`src/rtl/bsd_pkg.sv`:
```
package bsd_pkg;

  typedef enum logic [1:0] {
    DV_IDLE = 2'd0,
    DV_RUN  = 2'd1,
    DV_FIN  = 2'd2
  } dv_state_e;

  // signed quotient digit: at most one flag set, none means zero
  typedef struct packed {
    logic pos;
    logic neg;
  } digit_t;

endpackage

```
`src/rtl/bsd_select.sv`:
```
// Digit decoder: short assimilation of the top four bits of the doubled
// remainder pair (weights -4, 2, 1, 1/2) and the digit rule.
module bsd_select
  import bsd_pkg::*;
(
  input  logic [3:0] s_top,
  input  logic [3:0] c_top,
  output digit_t     dig
);
  logic [3:0] est;

  always_comb begin
    est     = s_top + c_top;
    // est >= 0 -> +1 ; est == -1/2 -> 0 ; est <= -1 -> -1
    dig.pos = ~est[3];
    dig.neg = est[3] & ~(&est);
  end
endmodule

```
`src/rtl/bsd_step.sv`:
```
// One candidate step: doubles the redundant pair and folds in -DIG*divisor
// with a row of 3:2 compressors, no carry propagation.
module bsd_step #(
  parameter int RW  = 20,
  parameter int DIG = 0
) (
  input  logic [RW-1:0] s_i,
  input  logic [RW-1:0] c_i,
  input  logic [RW-1:0] dv_i,
  output logic [RW-1:0] s_o,
  output logic [RW-1:0] c_o
);
  logic [RW-1:0] s2, c2, addend, maj;
  logic          cin;

  generate
    if (DIG > 0) begin : g_sub
      assign addend = ~dv_i;
      assign cin    = 1'b1;
    end else if (DIG < 0) begin : g_add
      assign addend = dv_i;
      assign cin    = 1'b0;
    end else begin : g_shift
      assign addend = '0;
      assign cin    = 1'b0;
    end
  endgenerate

  always_comb begin
    s2  = {s_i[RW-2:0], 1'b0};
    c2  = {c_i[RW-2:0], 1'b0};
    maj = (s2 & c2) | (s2 & addend) | (c2 & addend);
    s_o = s2 ^ c2 ^ addend;
    c_o = {maj[RW-2:0], cin};
  end
endmodule

```
`src/rtl/bsd_divider.sv`:
```
module bsd_divider
  import bsd_pkg::*;
#(
  parameter int W = 16
) (
  input  logic         clk,
  input  logic         rst,
  input  logic         start_i,
  input  logic [W-1:0] dividend_i,
  input  logic [W-1:0] divisor_i,
  output logic         busy_o,
  output logic         done_o,
  output logic [W-1:0] quotient_o,
  output logic [W-1:0] remainder_o
);
  // remainder: sign + 2 integer bits + (W+1) fraction bits
  localparam int RW = W + 4;
  localparam int CW = $clog2(W + 1);
  localparam int QW = W + 2;

  dv_state_e       state_q;
  logic [RW-1:0]   s_q, c_q, dv_q;
  logic [W-1:0]    p_q, m_q;
  logic [CW-1:0]   cnt_q;
  logic            busy_q, done_q;
  logic [W-1:0]    quot_q, rem_q;

  logic [RW-1:0]   cand_s [3];
  logic [RW-1:0]   cand_c [3];
  digit_t          dig;
  logic [1:0]      sel;

  // all three candidate next pairs are formed in parallel
  genvar g;
  generate
    for (g = 0; g < 3; g++) begin : g_cand
      bsd_step #(.RW(RW), .DIG(g - 1)) u_step (
        .s_i (s_q),
        .c_i (c_q),
        .dv_i(dv_q),
        .s_o (cand_s[g]),
        .c_o (cand_c[g])
      );
    end
  endgenerate

  bsd_select u_sel (
    .s_top(s_q[RW-2:RW-5]),
    .c_top(c_q[RW-2:RW-5]),
    .dig  (dig)
  );

  assign sel = dig.pos ? 2'd2 : (dig.neg ? 2'd0 : 2'd1);

  // finishing arithmetic: full assimilation and one-step correction
  logic [RW-1:0] v_full, v_fix;
  logic [QW-1:0] q_raw, q_fix;

  always_comb begin
    v_full = s_q + c_q;
    q_raw  = {2'b00, p_q} - {2'b00, m_q};
    if (v_full[RW-1]) begin
      v_fix = v_full + dv_q;
      q_fix = q_raw - QW'(1);
    end else if (v_full >= dv_q) begin
      v_fix = v_full - dv_q;
      q_fix = q_raw + QW'(1);
    end else begin
      v_fix = v_full;
      q_fix = q_raw;
    end
  end

  always_ff @(posedge clk) begin
    if (rst) begin
      state_q <= DV_IDLE;
      s_q     <= '0;
      c_q     <= '0;
      dv_q    <= '0;
      p_q     <= '0;
      m_q     <= '0;
      cnt_q   <= '0;
      busy_q  <= 1'b0;
      done_q  <= 1'b0;
      quot_q  <= '0;
      rem_q   <= '0;
    end else begin
      done_q <= 1'b0;
      case (state_q)
        DV_IDLE: begin
          if (start_i) begin
            s_q     <= {4'b0000, dividend_i};
            c_q     <= '0;
            dv_q    <= {3'b000, divisor_i, 1'b0};
            p_q     <= '0;
            m_q     <= '0;
            cnt_q   <= '0;
            busy_q  <= 1'b1;
            state_q <= DV_RUN;
          end
        end
        DV_RUN: begin
          s_q   <= cand_s[sel];
          c_q   <= cand_c[sel];
          p_q   <= {p_q[W-2:0], dig.pos};
          m_q   <= {m_q[W-2:0], dig.neg};
          cnt_q <= cnt_q + CW'(1);
          if (cnt_q == CW'(W - 1)) state_q <= DV_FIN;
        end
        DV_FIN: begin
          quot_q  <= W'(q_fix);
          rem_q   <= W'(v_fix >> 1);
          done_q  <= 1'b1;
          busy_q  <= 1'b0;
          state_q <= DV_IDLE;
        end
        default: state_q <= DV_IDLE;
      endcase
    end
  end

  assign busy_o      = busy_q;
  assign done_o      = done_q;
  assign quotient_o  = quot_q;
  assign remainder_o = rem_q;

endmodule

```
`config.mk`:
```
export PLATFORM = sky130hd
export DESIGN_NAME = bsd_divider
export DESIGN_NICKNAME = d
export VERILOG_FILES = /design/src/rtl/bsd_pkg.sv /design/src/rtl/bsd_select.sv /design/src/rtl/bsd_step.sv /design/src/rtl/bsd_divider.sv
export SDC_FILE = /design/constraint.sdc
export NUM_CORES = 1
export LEC_CHECK = 0
export BUFFER_PORTS_ARGS = -buffer_cell sky130_fd_sc_hd__buf_2
export CAP_MARGIN = 25
export CORE_MARGIN = 1.5
export CORE_UTILIZATION = 39
export CTS_BUF_LIST = sky130_fd_sc_hd__clkbuf_4 sky130_fd_sc_hd__clkbuf_8
export DETAILED_ROUTE_END_ITERATION = 10
export GPL_TIMING_DRIVEN = 0
export PLACE_DENSITY = 0.67
export SLEW_MARGIN = 0
export SYNTH_ARGS = -nofsm -noshare
export SYNTH_HDL_FRONTEND = slang
export SYNTH_SLANG_ARGS = --single-unit
```
`constraint.sdc`:
```
create_clock -name clk -period 7.66 [get_ports clk]
set_input_delay 0.766 -clock clk [delete_from_list [all_inputs] [get_ports clk]]
set_output_delay 0.766 -clock clk [all_outputs]
set_load 0.02 [all_outputs]
```
# Yosys cells after proc, flatten, opt, wreduce, memory -nomap -nowiden

Index checks and enable logic that the tools add are counted.
Widths: inputs -> output; s select.

Flip-flop bits (word level): 129
Bits of input ports: 35
Output and inout port bits: 34

Add/subtract/negate cells: 8
$lt $le $gt $ge: 2
Eq/ne operators: 5
Muxes and demuxes: 27
Bitwise operators: 17
Reduce and logical (&&, ||, !) cells: 8

Operators by type and width:

| cell                  | count |
|---|---|
| $mux 20               | 6 |
| $bmux 20 s2           | 2 |
| $pmux 20 s2           | 2 |
| $or 19x19->19         | 4 |
| $pmux 16 s2           | 2 |
| $and 19x19->19        | 3 |
| $mux 16               | 3 |
| $xor 20x20->20        | 2 |
| $and 19x17->19        | 2 |
| $mux 17               | 2 |
| $add 20x20->20        | 1 |
| $ge 20x17->1          | 1 |
| $not 17->20           | 1 |
| $xor 20x17->20        | 1 |
| $add 17x17->17        | 1 |
| $sub 17x17->17        | 1 |
| $add 16x2->16 const B | 1 |
| $sub 16x16->16        | 1 |
| $sub 16x2->16 const B | 1 |
| $pmux 5 s2            | 1 |
| $reduce_and 2->1      | 4 |
| $mux 2                | 3 |
| $add 5x1->5 const B   | 1 |
| $eq 5x4->1 const B    | 1 |
| 15 further kinds      | 20 |

# Logic depth before layout (Yosys ltp)

Gate-level depths: netlist of the first run.

Depth in word-level cells: 11
Depth in mapped cells: 21
Gate-level depth less buffers: 19

# By module

A second synthesis of the first run with hierarchy kept.

Cell total of the unflattened synthesis: 1442
Area total of the unflattened synthesis: 11080.6 um^2

Modules (own cells, without submodules):

| module                      | instances | cells each | area an instance (um^2) | sequential area each (um^2) |
|---|---|---|---|---|
| bsd_divider                 | 1         | 1284       | 9600.5                  | 2582.5 |
| bsd_step (g_cand[2].u_step) | 1         | 96         | 679.4                   | 0.0 |
| bsd_step (g_cand[0].u_step) | 1         | 23         | 410.4                   | 0.0 |
| bsd_step (g_cand[1].u_step) | 1         | 23         | 260.2                   | 0.0 |
| bsd_select                  | 1         | 16         | 130.1                   | 0.0 |

# Least setup slack after synthesis of the first run

Ideal clock, no wire load.

Path type: register -> register
Start point: register c_q[8]
End point: register quot_q[8] (netlist: quotient_o[8])
Setup time: 117 ps
Data arrival time: 4505 ps
Data required time: 7543 ps
Path slack: 3038 ps
Stages on the path, launching flop included: 22
Period minus slack after synthesis: 4622 ps
Cell sequence: dfxtp_1 ha_1 buf_2 a211o_1 a21oi_1 o21ai_0 a211o_1 a21oi_1 xnor2_1 ha_1 inv_1 o21bai_1 a21oi_1 a21boi_0 a21oi_1 a2111oi_0 and3_2 clkbuf_8 clkbuf_1 a21oi_1 xor2_1 a22o_1

Word-level cells in the longest chain between the ends: 4

Ends and longest elaborated chain:

| item                   | line               | source |
|---|---|---|
| from (decl)            | bsd_divider.sv:22  | `logic [RW-1:0] s_q, c_q, dv_q;` |
| from (signal assigned) | bsd_divider.sv:104 | `c_q <= cand_c[sel];` |
| $add 20x20->20 *       | bsd_divider.sv:60  | `v_full = s_q + c_q;` |
| $ge 20x17->1           | bsd_divider.sv:65  | `end else if (v_full >= dv_q) begin` |
| $mux 16                | bsd_divider.sv:65  |  |
| $mux 16 *              | bsd_divider.sv:62  | `if (v_full[RW-1]) begin` |
| to (signal assigned)   | bsd_divider.sv:111 | `quot_q <= W'(q_fix);` |
| to (decl)              | bsd_divider.sv:26  | `logic [W-1:0] quot_q, rem_q;` |

Every way passes the cells marked *; elsewhere a longest branch is shown, timed or not.
A chain may end at the register's enable or synchronous reset.

# Worst setup path after layout of the first run

Start point: register c_q[4]
End point: register rem_q[11] (netlist: remainder_o[11])

Word-level cells in the longest chain between the ends: 4
Elaborated cells on any way between the ends: 6
Those cells by class: add/sub: 3; order compare: 1; mux: 2

Ends and longest elaborated chain:

| item                                                  | line                                 | source |
|---|---|---|
| $add 20x20->20 *                                      | bsd_divider.sv:60                    |  |
| $sub 17x17->17 / $ge 20x17->1 (equally long branches) | bsd_divider.sv:66, bsd_divider.sv:65 |  |
| $mux 17                                               | bsd_divider.sv:65                    |  |
| $mux 17 *                                             | bsd_divider.sv:62                    |  |
| to (signal assigned)                                  | bsd_divider.sv:112                   | `rem_q <= W'(v_fix >> 1);` |
| to (decl)                                             | bsd_divider.sv:26                    |  |

Marks and branches as above.

==> out/metrics.yaml, run 1 <==
place:
  io_buffers: 67
  dpl.hpwl_um: 24800
  gp_congestion: 0.928
  post_dp_cell_area_sq_um: 10700
  dp_slack_ns: 1.59
finish:
  drive_gt1_share_pct: 9.63
  multi_input_area_sq_um: 6700
  antenna_cells: 0
  area_growth_pct: 11.4
  fillerInstances: 2664
  nets: 1522
  fin_util_pct: 44.1
  ff_latch_area_sq_um: 2540
  fin_area_sq_um: 11100
grt:
  grt_pass1_vias: 9247
  grt_max_degree: 17
  grt_pass1_wl_um: 49900
  grt_usage_pct: 24.3
  grt-ovfl-total: 0
  antenna_found_initial: 0
sta:
  hold_viol: 0
  fin_ws_ns: 1.84
  relSlewSlack_pct: 29.2
  drv_slew: 0
  fmax_mhz: 172
  min_period_over_period_pct: 76.0
  rsz0062_at_grt: "no"
  period_needed_ns: 5.82
  worst_slew_pin_slew_ns: 1.06
  fin_setup_tns_ns: 0
  holdWs_ns: 0.464
  setup_viol: 0
  skew_ns: 0.00992
floorplan:
  start_util_pct: 39.6
  io_pins: 69
  die_x_um: 163
  dieArea_sq_um: 26500
  die_h_um: 163
  core_sq_um: 25100
  num_rows: 58
logic_synthesis:
  synth_top_area_share_pct: 25.6
  synthFlopType: "dfxtp_1"
  synth_fp_nets: 1435
  synth_cell_type_count: 80
  yosys.cell_count.top_type: "nand2_1"
  synth_edf_count: 0
  synth_common_cells: "nand2_1 (190), dfxtp_1 (127), a21oi_1 (121), nor2_1 (105), inv_1 (95)"
  ys_warn_count: 0
  synthCells: 1292
  syn_area_per_cell_sq_um: 7.70
  yosys-top-cells-area: "dfxtp_1 (26%), ha_1 (9.3%), nand2_1 (7.2%)"
  synth_top_cell_by_area: "dfxtp_1"
  synthArstFlopShare_pct: 0
  ys_seq_area_share_pct: 25.6
  synth_area_sq_um: 9950
  ys_ff_latch: 127
cts:
  clkLatencyLatePin_ns: 0.48
  cts_buffers: 17
  root_buffer: "clkbuf_8"
  cts.path.max_buffers: 2
  cts_tree: "done"
  htreeDepth: 4
  post_cts_resized: 0
  hold_buffers: 0
  cts_setup_buffers: 0
  clkTransAtPathRegs_ns: 0.09
  cts.sinks: 127
routing:
  viasPerCell: 5.70
  routed_wl_um: 31700
  drt_iter0_markers: 903
  avgRoutedWirePerCell_um: 18.4
  vias: 9823
  drc: 0
  postRouteAntennaNets: 0
  dr.pass1.iters: 5
pwr:
  power.density_nw_per_um2: 204
  sw_frac_of_total_pct: 43.4
  p_int_mw: 1.28
  power_frac_seq_pct: 31.8
  power.switching_mw: 0.981
  pwr-share-comb_pct: 42.5
  peakVddDrop_mv: 0.110
  clock_power_share_pct: 25.7
  power.leakage_nw: 4.32
critical_path:
  r2r_cells: 22
  r2r_end: "remainder_o[11]"
  worstSetupPathType: "reg -> reg"
  endpoint_kind: "flop"
  reg2reg_from: "c_q[4]"
  critPathLaunchType: "flop"
  required_ns: 8.00
  r2r_setup_slack_ns: 1.84
  arrival_ns: 6.16
  cp_max_fo: 10
min_path:
  worstHoldEndpoint: "remainder_o[6]"
  min_from: "remainder_o[6]"
  min_path_cells: 2
  hold_class: "reg -> reg"
run_status:
  outcome: "finished clean"
job:
  max_cap_violations: 0
per-stage QoR:
step | instances | power, mW
after floorplan | 1292 | 1.41
after global placement | 1689 | 1.66
after detailed placement | 1689 | 1.66
after CTS | 1721 | 2.24
after global routing | 1722 | 2.39
final | 1722 | 2.26
cells by family after synthesis:
family	after synthesis	synth area share, %
AO/OA/AOI/OAI	353	23.9
multiplexers	1	0.113
flip-flops	127	25.6
adder cells (fa/ha/maj)	108	16.1
AND/OR/NAND/NOR	456	20.9
buffers and inverters	175	7.10
XOR/XNOR	72	6.34
flip-flops by register name, summed over array words and instances (netlist names):
signal	count
busy_o	1
c_q	19
cnt_q	5
done_o	1
dv_q	16
m_q	16
p_q	15
quotient_o	16
remainder_o	16
s_q	20
state_q	2
power groups by stage:
stage / clock network (mW) / logic [mW] / registers [mW]
final: 0.579 / 0.960 / 0.718
after global routing: 0.614 / 1.06 / 0.722
after CTS: 0.583 / 0.936 / 0.718
after detailed placement: 0 / 0.932 / 0.733
after global placement: 0 / 0.930 / 0.732
after floorplan: 0 / 0.688 / 0.723
layer usage:
metal	track usage (%)	vias to the layer above	part of all wire, %
li1	-	4727	-
met1	33.8	4635	46
met2	38.1	403	44
met3	3.62	58	7.9
met4	8.42	0	2.2
met5	0	-	0
worst max path at each step:
stage | from | end | slack [ns]
floorplan | c_q[8] | quotient_o[8] | 3.04
global placement | c_q[4] | remainder_o[11] | 1.55
detailed placement | c_q[4] | remainder_o[11] | 1.59
CTS | c_q[4] | remainder_o[11] | 1.54
global route | c_q[4] | remainder_o[9] | 1.32
finish | c_q[4] | remainder_o[11] | 1.84
layout by cell type (no fill, tap or decap), types with 7 or more instances in the layout:
cell type,Yosys,layout
a21o_1,9,9
nor4_1,7,7
a221oi_1,9,9
nand2_1,190,190
buf_2,4,71
fa_1,34,34
nand3_1,44,44
o211ai_1,20,20
inv_1,95,95
a31oi_1,10,10
ha_1,74,74
a211oi_1,20,20
xor2_1,18,18
o21bai_1,11,11
nor2_1,105,105
clkbuf_8,1,19
nor3_1,31,31
xnor2_1,54,54
dfxtp_1,127,127
a311oi_1,31,31
clkbuf_1,64,64
nand2b_1,11,11
a21oi_1,121,121
inv_6,0,7
o21ai_0,49,49
nand4_1,12,12
a32oi_1,15,15
and3_1,10,10
final cells by class:
cell class | count | share of cell area (%)
Clock inverter | 14 | 1.11
Tap cell | 330 | 3.73
Buffer | 80 | 3.16
Clock buffer | 18 | 2.24
Sequential cell | 127 | 22.9
Inverter | 95 | 3.22
Timing Repair Buffer | 68 | 3.14
Multi-Input combinational cell | 990 | 60.5
critical path: stages, from the launching register on:
cell	delay (ns)
dfxtp_1	0.34
ha_1	0.43
a21oi_1	0.10
o21ai_0	0.45
nor2_1	0.18
o21ai_0	0.31
a31oi_1	0.14
xnor2_1	0.44
ha_1	0.32
clkbuf_1	0.21
a21oi_1	0.21
o21bai_1	0.09
a21oi_1	0.19
a21boi_0	0.20
a21oi_1	0.09
a2111oi_0	0.37
dlymetal6s2s_1	0.25
and3_2	0.21
clkbuf_8	0.16
clkbuf_1	0.49
nor3_1	0.11
a221oi_1	0.28
a211oi_1	0.12
Power figures use the tool's default switching activity.
==> run 2, diff against run 1 <==
- ABC_AREA: default -> 1
- PLACE_DENSITY: 0.67 -> 0.68
- clock period: 7.66 -> 5.2 ns (I/O delays scaled with it)
==> out/metrics.yaml, run 2 <==
floorplan:
  core_sq_um: 26100
  io_pins: 69
  start_util_pct: 39.9
  num_rows: 59
  die_x_um: 166
  die_h_um: 166
  dieArea_sq_um: 27700
run_status:
  violations: "DRC"
  outcome: "finished with violations"
grt:
  grt_usage_pct: 23.9
  grt-ovfl-total: 0
  grt_max_degree: 17
  grt_pass1_vias: 9779
  grt_pass1_wl_um: 51900
  antenna_found_initial: 0
routing:
  postRouteAntennaNets: 0
  drt_iter0_markers: 800
  vias: 10400
  drc: 14
  avgRoutedWirePerCell_um: 16.4
  dr.pass1.iters: 8
  routed_wl_um: 32700
  viasPerCell: 5.24
sta:
  rsz0062_at_grt: "no"
  min_period_over_period_pct: 82.7
  fmax_mhz: 232
  relSlewSlack_pct: 40.2
  fin_ws_ns: 0.898
  setup_viol: 0
  hold_viol: 0
  worst_slew_pin_slew_ns: 0.897
  skew_ns: 0.0182
  fin_setup_tns_ns: 0
  drv_slew: 0
  holdWs_ns: 0.348
  period_needed_ns: 4.30
logic_synthesis:
  ys_ff_latch: 127
  synth_common_cells: "nand2_1 (447), inv_1 (214), a21oi_1 (142), dfxtp_1 (127), nor2_1 (88)"
  syn_area_per_cell_sq_um: 6.70
  synth_top_cell_by_area: "dfxtp_1"
  synth_top_area_share_pct: 24.4
  yosys-top-cells-area: "dfxtp_1 (24%), nand2_1 (16%), ha_1 (8.9%)"
  synthArstFlopShare_pct: 0
  ys_seq_area_share_pct: 24.4
  synth_fp_nets: 1698
  synthCells: 1555
  synth_edf_count: 0
  yosys.cell_count.top_type: "nand2_1"
  ys_warn_count: 0
  synth_area_sq_um: 10400
  synthFlopType: "dfxtp_1"
  synth_cell_type_count: 52
finish:
  antenna_cells: 0
  fin_area_sq_um: 11600
  nets: 1784
  final_cell_mix: "nand2_1 (447), inv_1 (214), a21oi_1 (142)"
  largest_register: "s_q"
  area_growth_pct: 11.6
  final_common_cell: "nand2_1"
  drive_gt1_share_pct: 9.85
  largest_register_ffs: 20
  reg_top3: "s_q: 20 flops, c_q: 19 flops"
critical_path:
  critPathLaunchType: "flop"
  endpoint_kind: "flop"
  slowest_stage: "xor2_1"
  worstSetupPathType: "reg -> reg"
  path_cells: "ha_1 > ha_1 > a31oi_1 > o21ai_0 > a31oi_1 > xor2_1 > ha_1 > inv_2 > nor2_1 > nand2_1 > inv_1 > and2_1 > nand2_1 > nand3_1 > nand2_1 > inv_1 > nor2_1 > nand3_2 > buf_2 > nand3_1 > nand4_1 > nand2_1 > inv_1"
  arrival_ns: 4.66
  cpMostUsedCell: "nand2_1"
  slowest_delay_ns: 0.46
  cp_max_fo: 10
  required_ns: 5.56
pwr:
  power.leakage_nw: 5.46
  peakVddDrop_mv: 0.127
  power.density_nw_per_um2: 304
  total_power_mw: 3.54
cts:
  clkLatencyLatePin_ns: 0.46
  root_buffer: "clkbuf_8"
  htreeDepth: 4
  hold_buffers: 0
  cts.sinks: 127
  clkTransAtPathRegs_ns: 0.08
  cts_buffers: 17
  cts_setup_buffers: 0
  cts_tree: "done"
  cts.path.max_buffers: 2
  post_cts_resized: 0
place:
  dp_slack_ns: 1.03
  io_buffers: 67
  dpl.hpwl_um: 25800
  post_dp_cell_area_sq_um: 11200
  gp_congestion: 0.934
min_path:
  hold_class: "in -> reg"
job:
  max_cap_violations: 0
-- run 2: cell types whose count changed after synthesis, moves of 21 or more --
| cell | delta |
|---|---|
| clkbuf_1 | -28 |
| xnor2_1 | -41 |
| inv_1 | +119 |
| a21oi_1 | +21 |
| nand2_1 | +257 |
| a311oi_1 | -31 |
| o21ai_1 | +28 |
| nand3_1 | +23 |
| o21ai_0 | +29 |
-- run 2: worst paths after layout --
path / from / end / slack [ns] / cells past startpoint
worst max-delay path: c_q[0] / remainder_o[9] / 0.90 / 23
worst min-delay path: dividend_i[7] / s_q[7] / 0.35 / 3
worst max register to register: c_q[0] / remainder_o[9] / 0.90 / 23
worst min register to register: remainder_o[12] / remainder_o[12] / 0.45 / 2
-- run 2: report_power, final --
group | switching [mW] | internal [mW]
combinational | 0.984 | 0.475
sequential | 0.0446 | 1.02
clock | 0.457 | 0.564
total | 1.49 | 2.05
-- run 2: routing by layer --
layer  up-vias  GRT usage, %  wire, um
met4         0          8.54       823
met3        54          4.59      2610
li1       5191             -         -
met1      4804          33.3     15200
met5         -             0         0
met2       377          36.8     14100
-- run 2: cells by family (layout without fill, tap and decap cells) --
family	count (synthesis)	after routing	synth area share (%)
and+or+nand+nor	660	660	26.7
adders and majority gates	108	108	15.4
DFF	127	127	24.4
xor gates and xnor gates	50	50	4.20
AOI/OAI and AO/OA	328	328	18.3
buffers and inverters	282	381	10.9
-- run 2: cell type report --
class / instances / area [sq um]
inverters: 222 / 833
clock inverters: 12 / 181
multi-input cells: 1146 / 6740
clock buffers: 20 / 275
fillers: 2747 / 14500
plain buffers: 60 / 307
repair buffers: 67 / 335
flip-flops and latches: 127 / 2540
well taps: 335 / 419
-- run 2: worst max-delay path, delay by kind of cell (launching register included) --
family	cells	cell delay, ns
flops	1	0.43
fa+ha+maj	3	1.02
xor+xnor	1	0.46
simple gates	11	1.14
buf+inv	5	0.55
compound gates	3	0.61
-- run 2: per-stage QoR --
step / utilization, % / instances
after floorplan: - / 1555
after global placement: 42.8 / 1957
after detailed placement: 42.8 / 1957
after CTS: 44.5 / 1989
after global routing: 44.5 / 1989
final: 44.5 / 1989
==> run 3, diff against run 2 <==
- clock period: 5.2 -> 3.6 ns (I/O delays scaled with it)
==> out/metrics.yaml, run 3 (synthesis results as in run 2) <==
run_status:
  outcome: "finished with violations"
  violations: "DRC"
routing:
  drc: 14
  viasPerCell: 5.27
  postRouteAntennaNets: 0
  dr.pass1.iters: 8
  avgRoutedWirePerCell_um: 16.8
  drt_iter0_markers: 790
  vias: 10700
  routed_wl_um: 33900
critical_path:
  r2r_end: "quotient_o[12]"
  cp_max_fo: 6
  r2r_setup_slack_ns: 0.08
  cpMostUsedCell: "nand2_2"
  critPathLaunchType: "flop"
  slowest_stage: "dfxtp_2"
  r2r_cells: 26
  worstSetupPathType: "reg -> reg"
  reg2reg_from: "c_q[3]"
  arrival_ns: 3.90
  cp_num_cells: 26
  endpoint_kind: "flop"
  cpLargestDelayFamily: "simple AND/OR/NAND/NOR gates"
  critPathBufInv: 5
  slowest_delay_ns: 0.35
  required_ns: 3.98
grt:
  grt_max_degree: 17
  antenna_found_initial: 0
  grt-ovfl-total: 0
  grt_pass1_wl_um: 52700
  grt_pass1_vias: 9962
  grt_usage_pct: 24.2
place:
  dpl.hpwl_um: 25800
  dp_slack_ns: -0.575
  io_buffers: 67
  gp_congestion: 0.934
finish:
  drive_gt1_share_pct: 17.9
  nets: 1820
  antenna_cells: 0
  area_growth_pct: 20.9
  final_common_cell: "nand2_1"
  reg_top3: "s_q: 20 flops, c_q: 19 flops"
  final_cell_mix: "nand2_1 (423), inv_1 (208), a21oi_1 (133)"
  largest_register: "s_q"
  largest_register_ffs: 20
min_path:
  worstHoldEndpoint: "s_q[7]"
  min_from: "dividend_i[7]"
  hold_class: "in -> reg"
  min_path_cells: 3
cts:
  htreeDepth: 4
  cts_buffers: 17
  cts_tree: "done"
  cts.sinks: 127
  cts.path.max_buffers: 2
  root_buffer: "clkbuf_8"
  clkTransAtPathRegs_ns: 0.09
  hold_buffers: 0
  clkLatencyLatePin_ns: 0.47
pwr:
  peakVddDrop_mv: 0.199
  total_power_mw: 5.57
  power_frac_seq_pct: 27.8
  pwr-share-comb_pct: 45.6
  power.leakage_nw: 5.74
  p_int_mw: 3.24
  clock_power_share_pct: 26.7
  sw_frac_of_total_pct: 41.8
  power.switching_mw: 2.33
  power.density_nw_per_um2: 442
floorplan:
  die_x_um: 166
  core_sq_um: 26100
  num_rows: 59
  io_pins: 69
  die_h_um: 166
  dieArea_sq_um: 27700
  start_util_pct: 39.9
sta:
  fin_ws_ns: 0.0799
  min_period_over_period_pct: 97.8
  worst_slew_pin_slew_ns: 0.902
  fmax_mhz: 284
  rsz0062_at_grt: "yes"
  holdWs_ns: 0.174
  relSlewSlack_pct: 39.9
  period_needed_ns: 3.52
  setup_viol: 0
  drv_slew: 0
  skew_ns: 0.0163
  hold_viol: 0
job:
  max_cap_violations: 0
run 3: cell count changes in the layout (fill, tap and decap cells not counted), moves of 15 or more:
cell     previous run  this run
buf_4               1        33
nand2_1           447       423
nand2_2             9        30
ha_1               74        57
ha_4                0        16
dfxtp_1           127       112
dfxtp_2             0        15
run 3: cell type report:
cell class	instances	area [sq um]
plain buffers	60	325
clock buffers	20	275
clock inverters	12	181
fillers	2625	13500
inverters	222	836
multi-input cells	1146	7360
flip-flops and latches	127	2560
well taps	335	419
repair buffers	103	634
run 3: power groups by stage:
stage | registers (mW) | logic, mW | clock network [mW]
after floorplan | 1.54 | 1.52 | 0
after CTS | 1.54 | 2.23 | 1.50
final | 1.55 | 2.54 | 1.49
after global placement | 1.56 | 2.04 | 0
after global routing | 1.56 | 2.76 | 1.56
after detailed placement | 1.56 | 2.06 | 0
run 3: metal layers:
layer / GRT usage, % / wire length [um]
met1: 33.6 / 15600
met2: 37.7 / 14900
met3: 4.40 / 2520
met4: 8.74 / 928
met5: 0 / 0
run 3: through the flow:
stage | utilization, % | TNS [ns] | cell area [sq um] | std cells
final | 48.2 | 0 | 12600 | 2025
after global routing | 48.2 | -0.630 | 12600 | 2025
after CTS | 45.9 | 0 | 12000 | 2001
after detailed placement | 42.8 | -15.21 | 11200 | 1957
after global placement | 42.8 | -15.56 | 11200 | 1957
after floorplan | - | 0 | 10400 | 1555
run 3: how the worst max path moves through the flow:
stage               startpoint  slack, ns               to
floorplan               c_q[3]       0.30    quotient_o[8]
global placement        c_q[0]      -0.57  remainder_o[14]
detailed placement      c_q[0]      -0.57   remainder_o[9]
global route            c_q[3]      -0.10   quotient_o[14]
finish                  c_q[3]       0.08   quotient_o[12]
CTS                     s_q[7]      0.002  remainder_o[14]
run 3: tightest hold or removal path, stage by stage:
cell     delay (ns)
buf_2          0.07
o21ai_0        0.07
a21oi_1        0.11
run 3: repair_timing:
action / 4_1_cts / 5_1_grt
setup endpoints to repair: 32 / 32
setup buffers: 11 / 23
gates resized for setup: 50 / 100
pin swaps: 10 / 47
cloned: 1 / 1
